==> src/rtl/dma_len_pkg.sv <==
// Shared types and constants for the DMA length and completion controller.
package dma_len_pkg;
    typedef enum logic [1:0] {ST_IDLE, ST_XFER, ST_WAIT} xfer_state_t;
    localparam logic [7:0] INTR_BUS_SERVICE = 8'h10;
    localparam int         NUM_ZERO_REGS    = 4;
endpackage

==> src/rtl/dlc_burst_len.sv <==
// Burst length calculator.
// Builds the DMA length from the two count bytes, treating zero as the full
// range. It then clamps that length to the command cap or to the magnitude
// of the signed phase count. Purely combinational; the clock is used only
// by the assertions.
module dlc_burst_len #(
    parameter int BYTE_W  = 8,
    parameter int PHASE_W = 24,
    parameter int CMD_MAX = 32,
    localparam int LEN_W  = 2 * BYTE_W + 1,
    localparam int CW     = (LEN_W > PHASE_W) ? LEN_W : PHASE_W
) (
    input  logic                      clk,
    input  logic                      rst_n,
    input  logic [BYTE_W-1:0]         tc_lo_i,
    input  logic [BYTE_W-1:0]         tc_mid_i,
    input  logic                      cmd_phase_i,
    input  logic signed [PHASE_W-1:0] phase_cnt_i,
    output logic [LEN_W-1:0]          dma_len_o,
    output logic [LEN_W-1:0]          burst_len_o,
    output logic                      to_dev_o
);
    logic [2*BYTE_W-1:0] raw;
    logic [PHASE_W-1:0]  mag;
    logic [CW-1:0]       dma_ext, limit_ext;

    // Compute DMA length, clamp limit, burst length and direction.
    always_comb begin
        raw       = {tc_mid_i, tc_lo_i};
        dma_len_o = (raw == '0) ? LEN_W'(1) << (2 * BYTE_W) : {1'b0, raw};
        mag       = phase_cnt_i[PHASE_W-1] ? PHASE_W'(-phase_cnt_i) : PHASE_W'(phase_cnt_i);
        dma_ext   = CW'(dma_len_o);
        limit_ext = cmd_phase_i ? CW'(CMD_MAX) : CW'(mag);
        burst_len_o = (dma_ext < limit_ext) ? dma_len_o : LEN_W'(limit_ext);
        to_dev_o  = cmd_phase_i | phase_cnt_i[PHASE_W-1];
    end

    assert_burst_cap_R2: assert property (@(posedge clk) disable iff (!rst_n)
        cmd_phase_i |-> (CW'(burst_len_o) <= CW'(CMD_MAX)));
    assert_burst_le_dma_R3: assert property (@(posedge clk) disable iff (!rst_n)
        burst_len_o <= dma_len_o);
endmodule

==> src/rtl/dlc_counters.sv <==
// Transfer counters.
// Holds the latched DMA length, the bytes left in the burst, the signed
// phase count and the latched direction. Assumes start_acc_i and
// burst_acc_i are never high together (the controller guarantees this).
module dlc_counters #(
    parameter int BYTE_W  = 8,
    parameter int PHASE_W = 24,
    localparam int LEN_W  = 2 * BYTE_W + 1,
    localparam int CW     = (LEN_W > PHASE_W) ? LEN_W : PHASE_W
) (
    input  logic                      clk,
    input  logic                      rst_n,
    input  logic                      phase_load_i,
    input  logic signed [PHASE_W-1:0] phase_val_i,
    input  logic                      start_acc_i,
    input  logic                      burst_acc_i,
    input  logic [LEN_W-1:0]          dma_len_i,
    input  logic [LEN_W-1:0]          burst_len_i,
    input  logic                      to_dev_i,
    input  logic                      cmd_i,
    input  logic [LEN_W-1:0]          step_i,
    output logic [LEN_W-1:0]          xfer_count_o,
    output logic [LEN_W-1:0]          bytes_left_o,
    output logic signed [PHASE_W-1:0] phase_cnt_o,
    output logic                      dir_to_dev_o,
    output logic [LEN_W-1:0]          left_next_o,
    output logic                      phase_next_zero_o
);
    logic                      cmd_q;
    logic [PHASE_W-1:0]        mag;
    logic signed [PHASE_W-1:0] step_p, phase_next;
    logic                      step_covers;

    // Next bytes-left and next phase count after a burst of step_i bytes.
    always_comb begin
        left_next_o = (step_i >= bytes_left_o) ? '0 : bytes_left_o - step_i;
        mag         = phase_cnt_o[PHASE_W-1] ? PHASE_W'(-phase_cnt_o) : PHASE_W'(phase_cnt_o);
        step_p      = signed'(PHASE_W'(step_i));
        step_covers = CW'(step_i) >= CW'(mag);
        if (cmd_q)
            phase_next = phase_cnt_o;
        else if (step_covers)
            phase_next = '0;
        else if (phase_cnt_o[PHASE_W-1])
            phase_next = phase_cnt_o + step_p;
        else
            phase_next = phase_cnt_o - step_p;
        phase_next_zero_o = (phase_next == '0);
    end

    // Latch length, burst and direction on start; step bytes-left per burst.
    always_ff @(posedge clk) begin
        if (!rst_n) begin
            xfer_count_o <= '0;
            bytes_left_o <= '0;
            dir_to_dev_o <= 1'b0;
            cmd_q        <= 1'b0;
        end else if (start_acc_i) begin
            xfer_count_o <= dma_len_i;
            bytes_left_o <= burst_len_i;
            dir_to_dev_o <= to_dev_i;
            cmd_q        <= cmd_i;
        end else if (burst_acc_i) begin
            bytes_left_o <= left_next_o;
        end
    end

    // Phase count: a burst step takes priority over a load.
    always_ff @(posedge clk) begin
        if (!rst_n)
            phase_cnt_o <= '0;
        else if (burst_acc_i)
            phase_cnt_o <= phase_next;
        else if (phase_load_i)
            phase_cnt_o <= phase_val_i;
    end

    assert_left_monotone_R6: assert property (@(posedge clk) disable iff (!rst_n)
        !start_acc_i |=> (bytes_left_o <= $past(bytes_left_o)));
    assert_phase_toward_zero_R6: assert property (@(posedge clk) disable iff (!rst_n)
        (burst_acc_i && !phase_load_i) |=> (mag <= $past(mag)));
    assert_no_start_in_burst_R5: assert property (@(posedge clk) disable iff (!rst_n)
        !(start_acc_i && burst_acc_i));
endmodule

==> src/rtl/dlc_complete.sv <==
// Completion controller.
// Sequences idle, transfer and wait-for-device. It decides whether a
// finished burst completes at once or waits for the device, and issues
// the registered status, interrupt and clear strobes.
module dlc_complete
    import dma_len_pkg::*;
#(
    parameter int BYTE_W = 8,
    localparam int LEN_W = 2 * BYTE_W + 1
) (
    input  logic                     clk,
    input  logic                     rst_n,
    input  logic                     start_i,
    input  logic                     burst_done_i,
    input  logic                     dev_finished_i,
    input  logic                     dir_to_dev_i,
    input  logic [LEN_W-1:0]         left_next_i,
    input  logic                     phase_next_zero_i,
    output logic                     start_acc_o,
    output logic                     burst_acc_o,
    output logic                     busy_o,
    output logic                     done_o,
    output logic                     stat_tc_set_o,
    output logic                     stat_tc_clr_o,
    output logic [7:0]               intr_code_o,
    output logic [NUM_ZERO_REGS-1:0] zero_regs_o
);
    xfer_state_t state_q, state_d;
    logic finish_now, defer, wait_end;
    logic done_q, clr_q;

    // Accept strobes by state and choose immediate or deferred completion.
    always_comb begin
        start_acc_o = start_i && (state_q == ST_IDLE);
        burst_acc_o = burst_done_i && (state_q == ST_XFER);
        finish_now  = burst_acc_o && (dir_to_dev_i || (left_next_i != '0) || phase_next_zero_i);
        defer       = burst_acc_o && !finish_now;
        wait_end    = (state_q == ST_WAIT) && dev_finished_i;
        state_d     = state_q;
        case (state_q)
            ST_IDLE: if (start_acc_o) state_d = ST_XFER;
            ST_XFER: if (finish_now) state_d = ST_IDLE;
                     else if (defer) state_d = ST_WAIT;
            ST_WAIT: if (wait_end) state_d = ST_IDLE;
            default: state_d = ST_IDLE;
        endcase
    end

    // State register and registered completion and start strobes.
    always_ff @(posedge clk) begin
        if (!rst_n) begin
            state_q <= ST_IDLE;
            done_q  <= 1'b0;
            clr_q   <= 1'b0;
        end else begin
            state_q <= state_d;
            done_q  <= finish_now || wait_end;
            clr_q   <= start_acc_o;
        end
    end

    // Drive the register update outputs from the strobes.
    always_comb begin
        busy_o        = (state_q != ST_IDLE);
        done_o        = done_q;
        stat_tc_set_o = done_q;
        stat_tc_clr_o = clr_q;
        intr_code_o   = done_q ? INTR_BUS_SERVICE : 8'h00;
        zero_regs_o   = done_q ? {NUM_ZERO_REGS{1'b1}} : '0;
    end

    assert_done_single_R8: assert property (@(posedge clk) disable iff (!rst_n)
        done_o |=> !done_o);
    assert_set_clr_excl_R4: assert property (@(posedge clk) disable iff (!rst_n)
        !(stat_tc_set_o && stat_tc_clr_o));
    assert_wait_holds_R7: assert property (@(posedge clk) disable iff (!rst_n)
        (state_q == ST_WAIT && !dev_finished_i) |=> !done_o);
    assert_done_from_busy_R7: assert property (@(posedge clk) disable iff (!rst_n)
        $rose(done_o) |-> $past(busy_o));
endmodule

==> src/rtl/dma_len_ctrl.sv <==
// DMA length and completion controller, top level.
// Wires the burst-length calculator, the counters and the completion
// controller. Assumes phase_load_i is used only while idle.
module dma_len_ctrl
    import dma_len_pkg::*;
#(
    parameter int BYTE_W  = 8,
    parameter int PHASE_W = 24,
    parameter int CMD_MAX = 32,
    localparam int LEN_W  = 2 * BYTE_W + 1
) (
    input  logic                      clk,
    input  logic                      rst_n,
    input  logic [BYTE_W-1:0]         tc_lo_i,
    input  logic [BYTE_W-1:0]         tc_mid_i,
    input  logic                      cmd_phase_i,
    input  logic                      phase_load_i,
    input  logic signed [PHASE_W-1:0] phase_val_i,
    input  logic                      start_i,
    input  logic                      burst_done_i,
    input  logic [LEN_W-1:0]          burst_step_i,
    input  logic                      dev_finished_i,
    output logic [LEN_W-1:0]          burst_len_o,
    output logic                      dir_to_dev_o,
    output logic [LEN_W-1:0]          xfer_count_o,
    output logic [LEN_W-1:0]          bytes_left_o,
    output logic signed [PHASE_W-1:0] phase_count_o,
    output logic                      busy_o,
    output logic                      done_o,
    output logic                      stat_tc_set_o,
    output logic                      stat_tc_clr_o,
    output logic [7:0]                intr_code_o,
    output logic [NUM_ZERO_REGS-1:0]  zero_regs_o
);
    logic [LEN_W-1:0] dma_len, left_next;
    logic             to_dev, start_acc, burst_acc, phase_next_zero;

    dlc_burst_len #(.BYTE_W(BYTE_W), .PHASE_W(PHASE_W), .CMD_MAX(CMD_MAX)) u_len (
        .clk         (clk),
        .rst_n       (rst_n),
        .tc_lo_i     (tc_lo_i),
        .tc_mid_i    (tc_mid_i),
        .cmd_phase_i (cmd_phase_i),
        .phase_cnt_i (phase_count_o),
        .dma_len_o   (dma_len),
        .burst_len_o (burst_len_o),
        .to_dev_o    (to_dev)
    );

    dlc_counters #(.BYTE_W(BYTE_W), .PHASE_W(PHASE_W)) u_cnt (
        .clk               (clk),
        .rst_n             (rst_n),
        .phase_load_i      (phase_load_i),
        .phase_val_i       (phase_val_i),
        .start_acc_i       (start_acc),
        .burst_acc_i       (burst_acc),
        .dma_len_i         (dma_len),
        .burst_len_i       (burst_len_o),
        .to_dev_i          (to_dev),
        .cmd_i             (cmd_phase_i),
        .step_i            (burst_step_i),
        .xfer_count_o      (xfer_count_o),
        .bytes_left_o      (bytes_left_o),
        .phase_cnt_o       (phase_count_o),
        .dir_to_dev_o      (dir_to_dev_o),
        .left_next_o       (left_next),
        .phase_next_zero_o (phase_next_zero)
    );

    dlc_complete #(.BYTE_W(BYTE_W)) u_cmp (
        .clk               (clk),
        .rst_n             (rst_n),
        .start_i           (start_i),
        .burst_done_i      (burst_done_i),
        .dev_finished_i    (dev_finished_i),
        .dir_to_dev_i      (dir_to_dev_o),
        .left_next_i       (left_next),
        .phase_next_zero_i (phase_next_zero),
        .start_acc_o       (start_acc),
        .burst_acc_o       (burst_acc),
        .busy_o            (busy_o),
        .done_o            (done_o),
        .stat_tc_set_o     (stat_tc_set_o),
        .stat_tc_clr_o     (stat_tc_clr_o),
        .intr_code_o       (intr_code_o),
        .zero_regs_o       (zero_regs_o)
    );

    assert_start_clears_tc_R4: assert property (@(posedge clk) disable iff (!rst_n)
        (start_i && !busy_o) |=> (stat_tc_clr_o && busy_o));
    assert_busy_start_ignored_R5: assert property (@(posedge clk) disable iff (!rst_n)
        (start_i && busy_o) |=> (!stat_tc_clr_o && xfer_count_o == $past(xfer_count_o)));
endmodule

==> config.mk <==
export PLATFORM = sky130hd
export DESIGN_NAME = dma_len_ctrl
export DESIGN_NICKNAME = d
export VERILOG_FILES = /design/src/rtl/dma_len_pkg.sv /design/src/rtl/dlc_burst_len.sv /design/src/rtl/dlc_counters.sv /design/src/rtl/dlc_complete.sv /design/src/rtl/dma_len_ctrl.sv
export SDC_FILE = /design/constraint.sdc
export NUM_CORES = 1
export LEC_CHECK = 0
export BUFFER_PORTS_ARGS = -buffer_cell sky130_fd_sc_hd__buf_2
export CORE_MARGIN = 2
export CORE_UTILIZATION = 42
export CTS_BUF_LIST = sky130_fd_sc_hd__clkbuf_2
export CTS_CLUSTER_DIAMETER = 100
export CTS_CLUSTER_SIZE = 16
export DETAILED_ROUTE_END_ITERATION = 10
export HOLD_SLACK_MARGIN = 0.15
export PLACE_DENSITY = 0.63
export SETUP_SLACK_MARGIN = 0.05
export SLEW_MARGIN = 20
export SYNTH_ARGS = -nofsm -noshare
export SYNTH_HDL_FRONTEND = slang
export SYNTH_SLANG_ARGS = --single-unit
==> constraint.sdc <==
create_clock -name clk -period 6.3 [get_ports clk]
set_input_delay 1.26 -clock clk [delete_from_list [all_inputs] [get_ports clk]]
set_output_delay 1.26 -clock clk [all_outputs]
set_load 0.05 [all_outputs]
# After elaboration in Yosys (flattened, before gate mapping)
# Cells that the tools add are included.
dict set report classes {
  n_shift 0
  eq_ne 5
  addsub 4
  bitwise_logic 1
  multipliers 0
  n_reduce_logical 17
  n_div 0
  n_lt_le_gt_ge 3
  n_mux 19
}
# cell count
set ops {}
lappend ops {{two-way mux 24 bit} 7}
lappend ops {{two-way mux 17 bit} 5}
lappend ops {{adder 24 x 18 -> 24 bit} 1}
lappend ops {{>= comparator 17 x 24 -> 1 bit} 1}
lappend ops {{zero test 24 bit} 1}
lappend ops {{< comparator 17 x 24 -> 1 bit} 1}
lappend ops {{negator 24 bit} 1}
lappend ops {{subtractor 24 x 18 -> 24 bit} 1}
lappend ops {{>= comparator 17 bit} 1}
lappend ops {{nonzero test 17 bit} 1}
lappend ops {{subtractor 17 bit} 1}
lappend ops {{zero test 16 bit} 1}
lappend ops {{two-way mux 2 bit} 4}
lappend ops {{case mux 2 bit (3 select lines)} 1}
lappend ops {{nonzero test 2 bit} 3}
lappend ops {{logical AND 1 bit} 5}
lappend ops {{two-way mux 5 bit} 1}
lappend ops {{two-way mux 4 bit} 1}
lappend ops {{logical OR 1 bit} 3}
lappend ops {{inequality test 3 x 1 -> 1 bit, second input constant} 1}
lappend ops {{AND reduction 3 bit} 1}
lappend ops {{== test 2 x 1 -> 1 bit, second input constant} 1}
lappend ops {{== test 2 bit, second input constant} 1}
lappend ops {{zero test 2 bit} 1}
lappend ops {{4 further kinds} 4}
dict set report totals {
  memories 0
  out_inout_bits 92
  rom_bits 0
  latch_bits 0
  mem_bits_rw 0
  in_bits 64
  register_bits 64
}

# Depth between registers and ports, before layout
dict set report logic_depth {
  word_depth 13
  mapped_depth 20
  ltp_nobuf 19
}

# By module
# A second synthesis with hierarchy kept.
dict set report unflattened {
  cells_unflattened 1046
  hier_area_um2 7813.7
}
# mod instances area_each_um2 cells_per_inst
set by_module_without_submodules {}
lappend by_module_without_submodules {dlc_counters 1 6160.9 809}
lappend by_module_without_submodules {dlc_burst_len 1 1313.8 200}
lappend by_module_without_submodules {dlc_complete 1 339.1 37}

# Worst setup path before layout
# OpenSTA, ideal clock, no wires.
dict set report synth_timing {
  path_type {input-to-output}
  startpoint {in cmd_phase_i}
  endpoint {out burst_len_o[1]}
  cell_stages 14
  arrival_time_ns 4.589
  slack_ns 0.451
  t_required_ns 5.040
  n_path_buf 3
  path_cell_list {clkbuf_1 -> buf_1 -> nor2_1 -> inv_1 -> ha_1 -> a21o_1 -> a21oi_1 -> nor2b_1 -> o21ai_0 -> nand2b_1 -> a2111oi_0 -> a211oi_4 -> buf_6 -> mux2i_1}
}
dict set report synth_between {
  elab_chain_cells 3
}
# element line_no
set synth_rtl {}
lappend synth_rtl {{start, declared} dma_len_ctrl.sv:16} ;# input logic cmd_phase_i,
lappend synth_rtl {{two-way mux 24 bit (*)} dlc_burst_len.sv:33} ;# limit_ext = cmd_phase_i ? CW'(CMD_MAX) : CW'(mag);
lappend synth_rtl {{< comparator 17 x 24 -> 1 bit} dlc_burst_len.sv:34} ;# burst_len_o = (dma_ext < limit_ext) ? dma_len_o : LEN_W'(limit_ext);
lappend synth_rtl {{two-way mux 17 bit (*)} dlc_burst_len.sv:34}
lappend synth_rtl {{end, declared} dma_len_ctrl.sv:23} ;# output logic [LEN_W-1:0] burst_len_o,
# Mark *: on every way between the ends. The rest lies on a longest branch, timed or not.

# Final worst setup path
dict set report layout_timing {
  startpoint {reg u_cnt.phase_cnt_o[1]}
  endpoint {out burst_len_o[8]}
}
dict set report layout_between {
  elab_chain_cells 5
}
# element line_no
set layout_rtl {}
lappend layout_rtl {{start, declared} dlc_counters.sv:24} ;# output logic signed [PHASE_W-1:0] phase_cnt_o,
lappend layout_rtl {{start signal, assigned} dlc_counters.sv:73} ;# phase_cnt_o <= phase_next;
lappend layout_rtl {{start signal, assigned} dlc_counters.sv:75} ;# phase_cnt_o <= phase_val_i;
lappend layout_rtl {{negator 24 bit} dlc_burst_len.sv:31} ;# mag = phase_cnt_i[PHASE_W-1] ? PHASE_W'(-phase_cnt_i) : PHASE_W'(phase_cnt_i);
lappend layout_rtl {{two-way mux 24 bit (*)} dlc_burst_len.sv:31}
lappend layout_rtl {{two-way mux 24 bit (*)} dlc_burst_len.sv:33}
lappend layout_rtl {{< comparator 17 x 24 -> 1 bit} dlc_burst_len.sv:34}
lappend layout_rtl {{two-way mux 17 bit (*)} dlc_burst_len.sv:34}
# Marked as above.

==> results_dict.tcl <==
set metrics [dict create \
    status "complete, no violations" \
    syn-instance-count 966 \
    drtPass1Iterations 6 \
    crit_fanout 17 \
    final.min_clock_period_ns 6.10 \
    clock.fmax_mhz 164 \
    maxCapViolCount 0 \
    slew_viol_final 0 \
    gp_congestion 0.990 \
    ys_ff_latch 64 \
    cts_tree "built" \
    vias 7699 \
    synthFlopType "dfxtp_1" \
    grt_start_max_net_pins 57 \
    startpoint_type "flip-flop" \
    antenna_found_initial 1 \
    synth_edf_count 0 \
    synth_top_area_cell "dfxtp_1" \
    synthArstFlopShare 0 \
    die_h_um 134 \
    criticalPathCategory "flip-flop to output pin" \
    dpl.hpwl_um 20900 \
    synth_compound_area_frac 0.265 \
    floorplan.rows 47 \
    syn-cell-area_um2 7150 \
    ir_worst_vdd_mv 0.111 \
    start_util 0.431 \
    chipWidth_um 134 \
    die-area_um2 18100 \
    hold_violations 0 \
    areaGrowthSynthToFinish_pct 14.0 \
    worstMarginPinSlew_ns 0.966 \
    max_stage_delay_ns 0.45 \
    routed_wl_um 26400 \
    p_leak_nw 3.70 \
    post-synth-top-area-fraction 0.179 \
    power_density_nw_per_um2 246 \
    synthSimpleGateAreaFrac 0.216 \
    endpoint_kind "output pin" \
    finalSetupViolCount 0 \
    numPortBuffers 148 \
    path_clk_slew_ns 0.30 \
    slowest_stage "a2111oi_4" \
    cp.arrival_ns 4.84 \
    hold_buffers 0 \
    power.total_w 0.00201 \
    synth_fa_ha_area_frac 0.137 \
    finalCritPeriodShare 0.969 \
    synthMuxAreaShare 0.0485 \
    io_pins 156 \
    final_antenna_net_count 0 \
    syn_avg_cell_area_um2 7.40 \
    cts_made_buffers 9 \
    relSlewSlack 0.354 \
    hold_path.class "flip-flop to flip-flop" \
    clock_skew_ns 0.0762 \
    vias_per_cell 5.93 \
    synth_area_leaders "dfxtp_1, ha_1, a21oi_1" \
    cts_buffer_depth 2 \
    netlist-cell-type-count 77 \
    drc 0 \
    yosysWarnings 0 \
    post_synth_xor_area_fraction 0.0760 \
    root_buffer "clkbuf_2" \
    drt_iter0_markers 742 \
    grt_overflow_total 0 \
    synth_top_family_by_area "compound AO/OA/AOI/OAI gates" \
    synth-seq-area-share 0.179 \
    yosys.cell_count.top_type "nand2_1" \
    clock_sinks 64 \
    htree_levels 3 \
    grt_pass1_vias 7213 \
    synth_common_cells "nand2_1, a21oi_1, ha_1, nor2_1, dfxtp_1" \
    core_area_um2 16600 \
    critPathRequiredTime_ns 5.04 \
    dpl.cell_count 1280 \
    final_layout_size_suffix_gt1_frac 0.197 \
    crit_chain "inv_1 > ha_1 > or3b_1 > nand2b_1 > o41ai_2 > xor2_1 > nor2_1 > inv_1 > ha_1 > a21oi_1 > nor2b_1 > o21ai_0 > nand2b_1 > a2111oi_4 > a211oi_4 > buf_4 > mux2_1 > buf_2" \
    wl_per_cell_um 20.3 \
    clock_latency_ns 0.67 \
    stdcell_count 1299 \
    fin_nets 1213 \
    grt_pass1_wl_um 40300 \
    grt.total_usage 0.287 \
]
[state kept, by name, summed over array words and instances, names as in the netlist]
signal               cells
u_cnt.phase_cnt_o       24
u_cnt.bytes_left_o      17
u_cnt.xfer_count_o      17
u_cmp.state_q            2
u_cmp.done_o             1
u_cmp.stat_tc_clr_o      1
u_cnt.cmd_q              1
u_cnt.dir_to_dev_o       1
[per-layer routing]
metal,global-route usage,share of wire,vias up
met3,0.0631,0.092,45
li1,-,-,3723
met5,0,0,-
met1,0.401,0.45,3572
met2,0.441,0.44,359
met4,0.0901,0.022,0
[worst max-delay path: cells and delay by family, from the launching register on]
family | cells | cell delay, ns
flip-flops | 1 | 0.44
XOR/XNOR | 1 | 0.26
adder cells (fa/ha/maj) | 2 | 0.39
buffers and inverters | 4 | 0.64
AND/OR/NAND/NOR | 5 | 0.96
multiplexers | 1 | 0.36
AO/OA/AOI/OAI | 5 | 1.11
[stage by stage]
stage | setup slack [ns] | hold WS (ns) | cell area (um2) | util | setup TNS, ns
4_1_cts | 0.122 | 0.471 | 8110 | 0.489 | 0
3_3_place_gp | 0.645 | 0.441 | 7950 | 0.479 | 0
5_1_grt | -0.00655 | 0.491 | 8140 | 0.491 | -0.0134
2_1_floorplan | 0.451 | 0.462 | 7170 | - | 0
3_5_place_dp | 0.561 | 0.445 | 7950 | 0.479 | 0
6_report | 0.196 | 0.470 | 8150 | 0.491 | 0
[cell type report]
type                    instances  area [um2]
diodes                          2        5.00
clock buffers                   9        45.0
clock inverters                 7         105
fillers                      1740        8440
inverters                      57         214
multi-input cells             777        5370
flip-flops and latches         64        1280
well taps                     220         275
repair buffers                163         853
[cell families (layout without fill, tap and decap cells)]
group                      count (synthesis)  in the layout
muxes                                     32             32
xor gates and xnor gates                  62             62
adders and majority gates                 77             77
buffers and inverters                    131            236
other                                      1              9
AOI/OAI and AO/OA                        282            282
and+or+nand+nor                          317            317
DFF                                       64             64
[what timing repair did]
| action | CTS | global route |
|---|---|---|
| resized for setup | 3 | 4 |
| endpoints found under the setup margin | 17 | 17 |
| buffers inserted | 0 | 1 |
[final timing paths]
kind	startpoint	endpoint	slack (ns)	cells after the start
max reg2reg	u_cnt.phase_cnt_o[23]	u_cmp.state_q[1]	1.55	15
min	u_cnt.xfer_count_o[1]	u_cnt.xfer_count_o[1]	0.47	2
max	u_cnt.phase_cnt_o[1]	burst_len_o[8]	0.20	18
min reg2reg	u_cnt.xfer_count_o[1]	u_cnt.xfer_count_o[1]	0.47	2
[power breakdown]
part	switching [W]	total (W)	internal, W
Combinational	0.000772	0.00116	0.000391
Sequential	0.0000637	0.000503	0.000439
Clock	0.000203	0.000339	0.000136
[cells in the final DEF, fill, tap and decap left out, types with 7 or more instances in the layout]
| master | count |
|---|---|
| ha_1 | 75 |
| nand2b_1 | 12 |
| mux2i_1 | 17 |
| a211oi_1 | 24 |
| o21ai_0 | 35 |
| a21oi_1 | 84 |
| nor2b_1 | 7 |
| nor3_1 | 25 |
| xnor2_1 | 35 |
| mux2_2 | 8 |
| o21a_1 | 11 |
| buf_2 | 148 |
| buf_4 | 15 |
| o211ai_1 | 7 |
| clkbuf_2 | 9 |
| nor2_1 | 66 |
| o31ai_1 | 11 |
| nand2_1 | 110 |
| or3_1 | 11 |
| xor2_1 | 27 |
| nand4_1 | 14 |
| and3_1 | 7 |
| nor4_1 | 13 |
| inv_1 | 56 |
| dfxtp_1 | 63 |
| conb_1 | 7 |
| o221ai_1 | 7 |
| a31oi_1 | 22 |
| nand3_1 | 15 |
| a21o_1 | 21 |
| or2_2 | 10 |
Note: power is estimated with default switching activity, not from simulation.
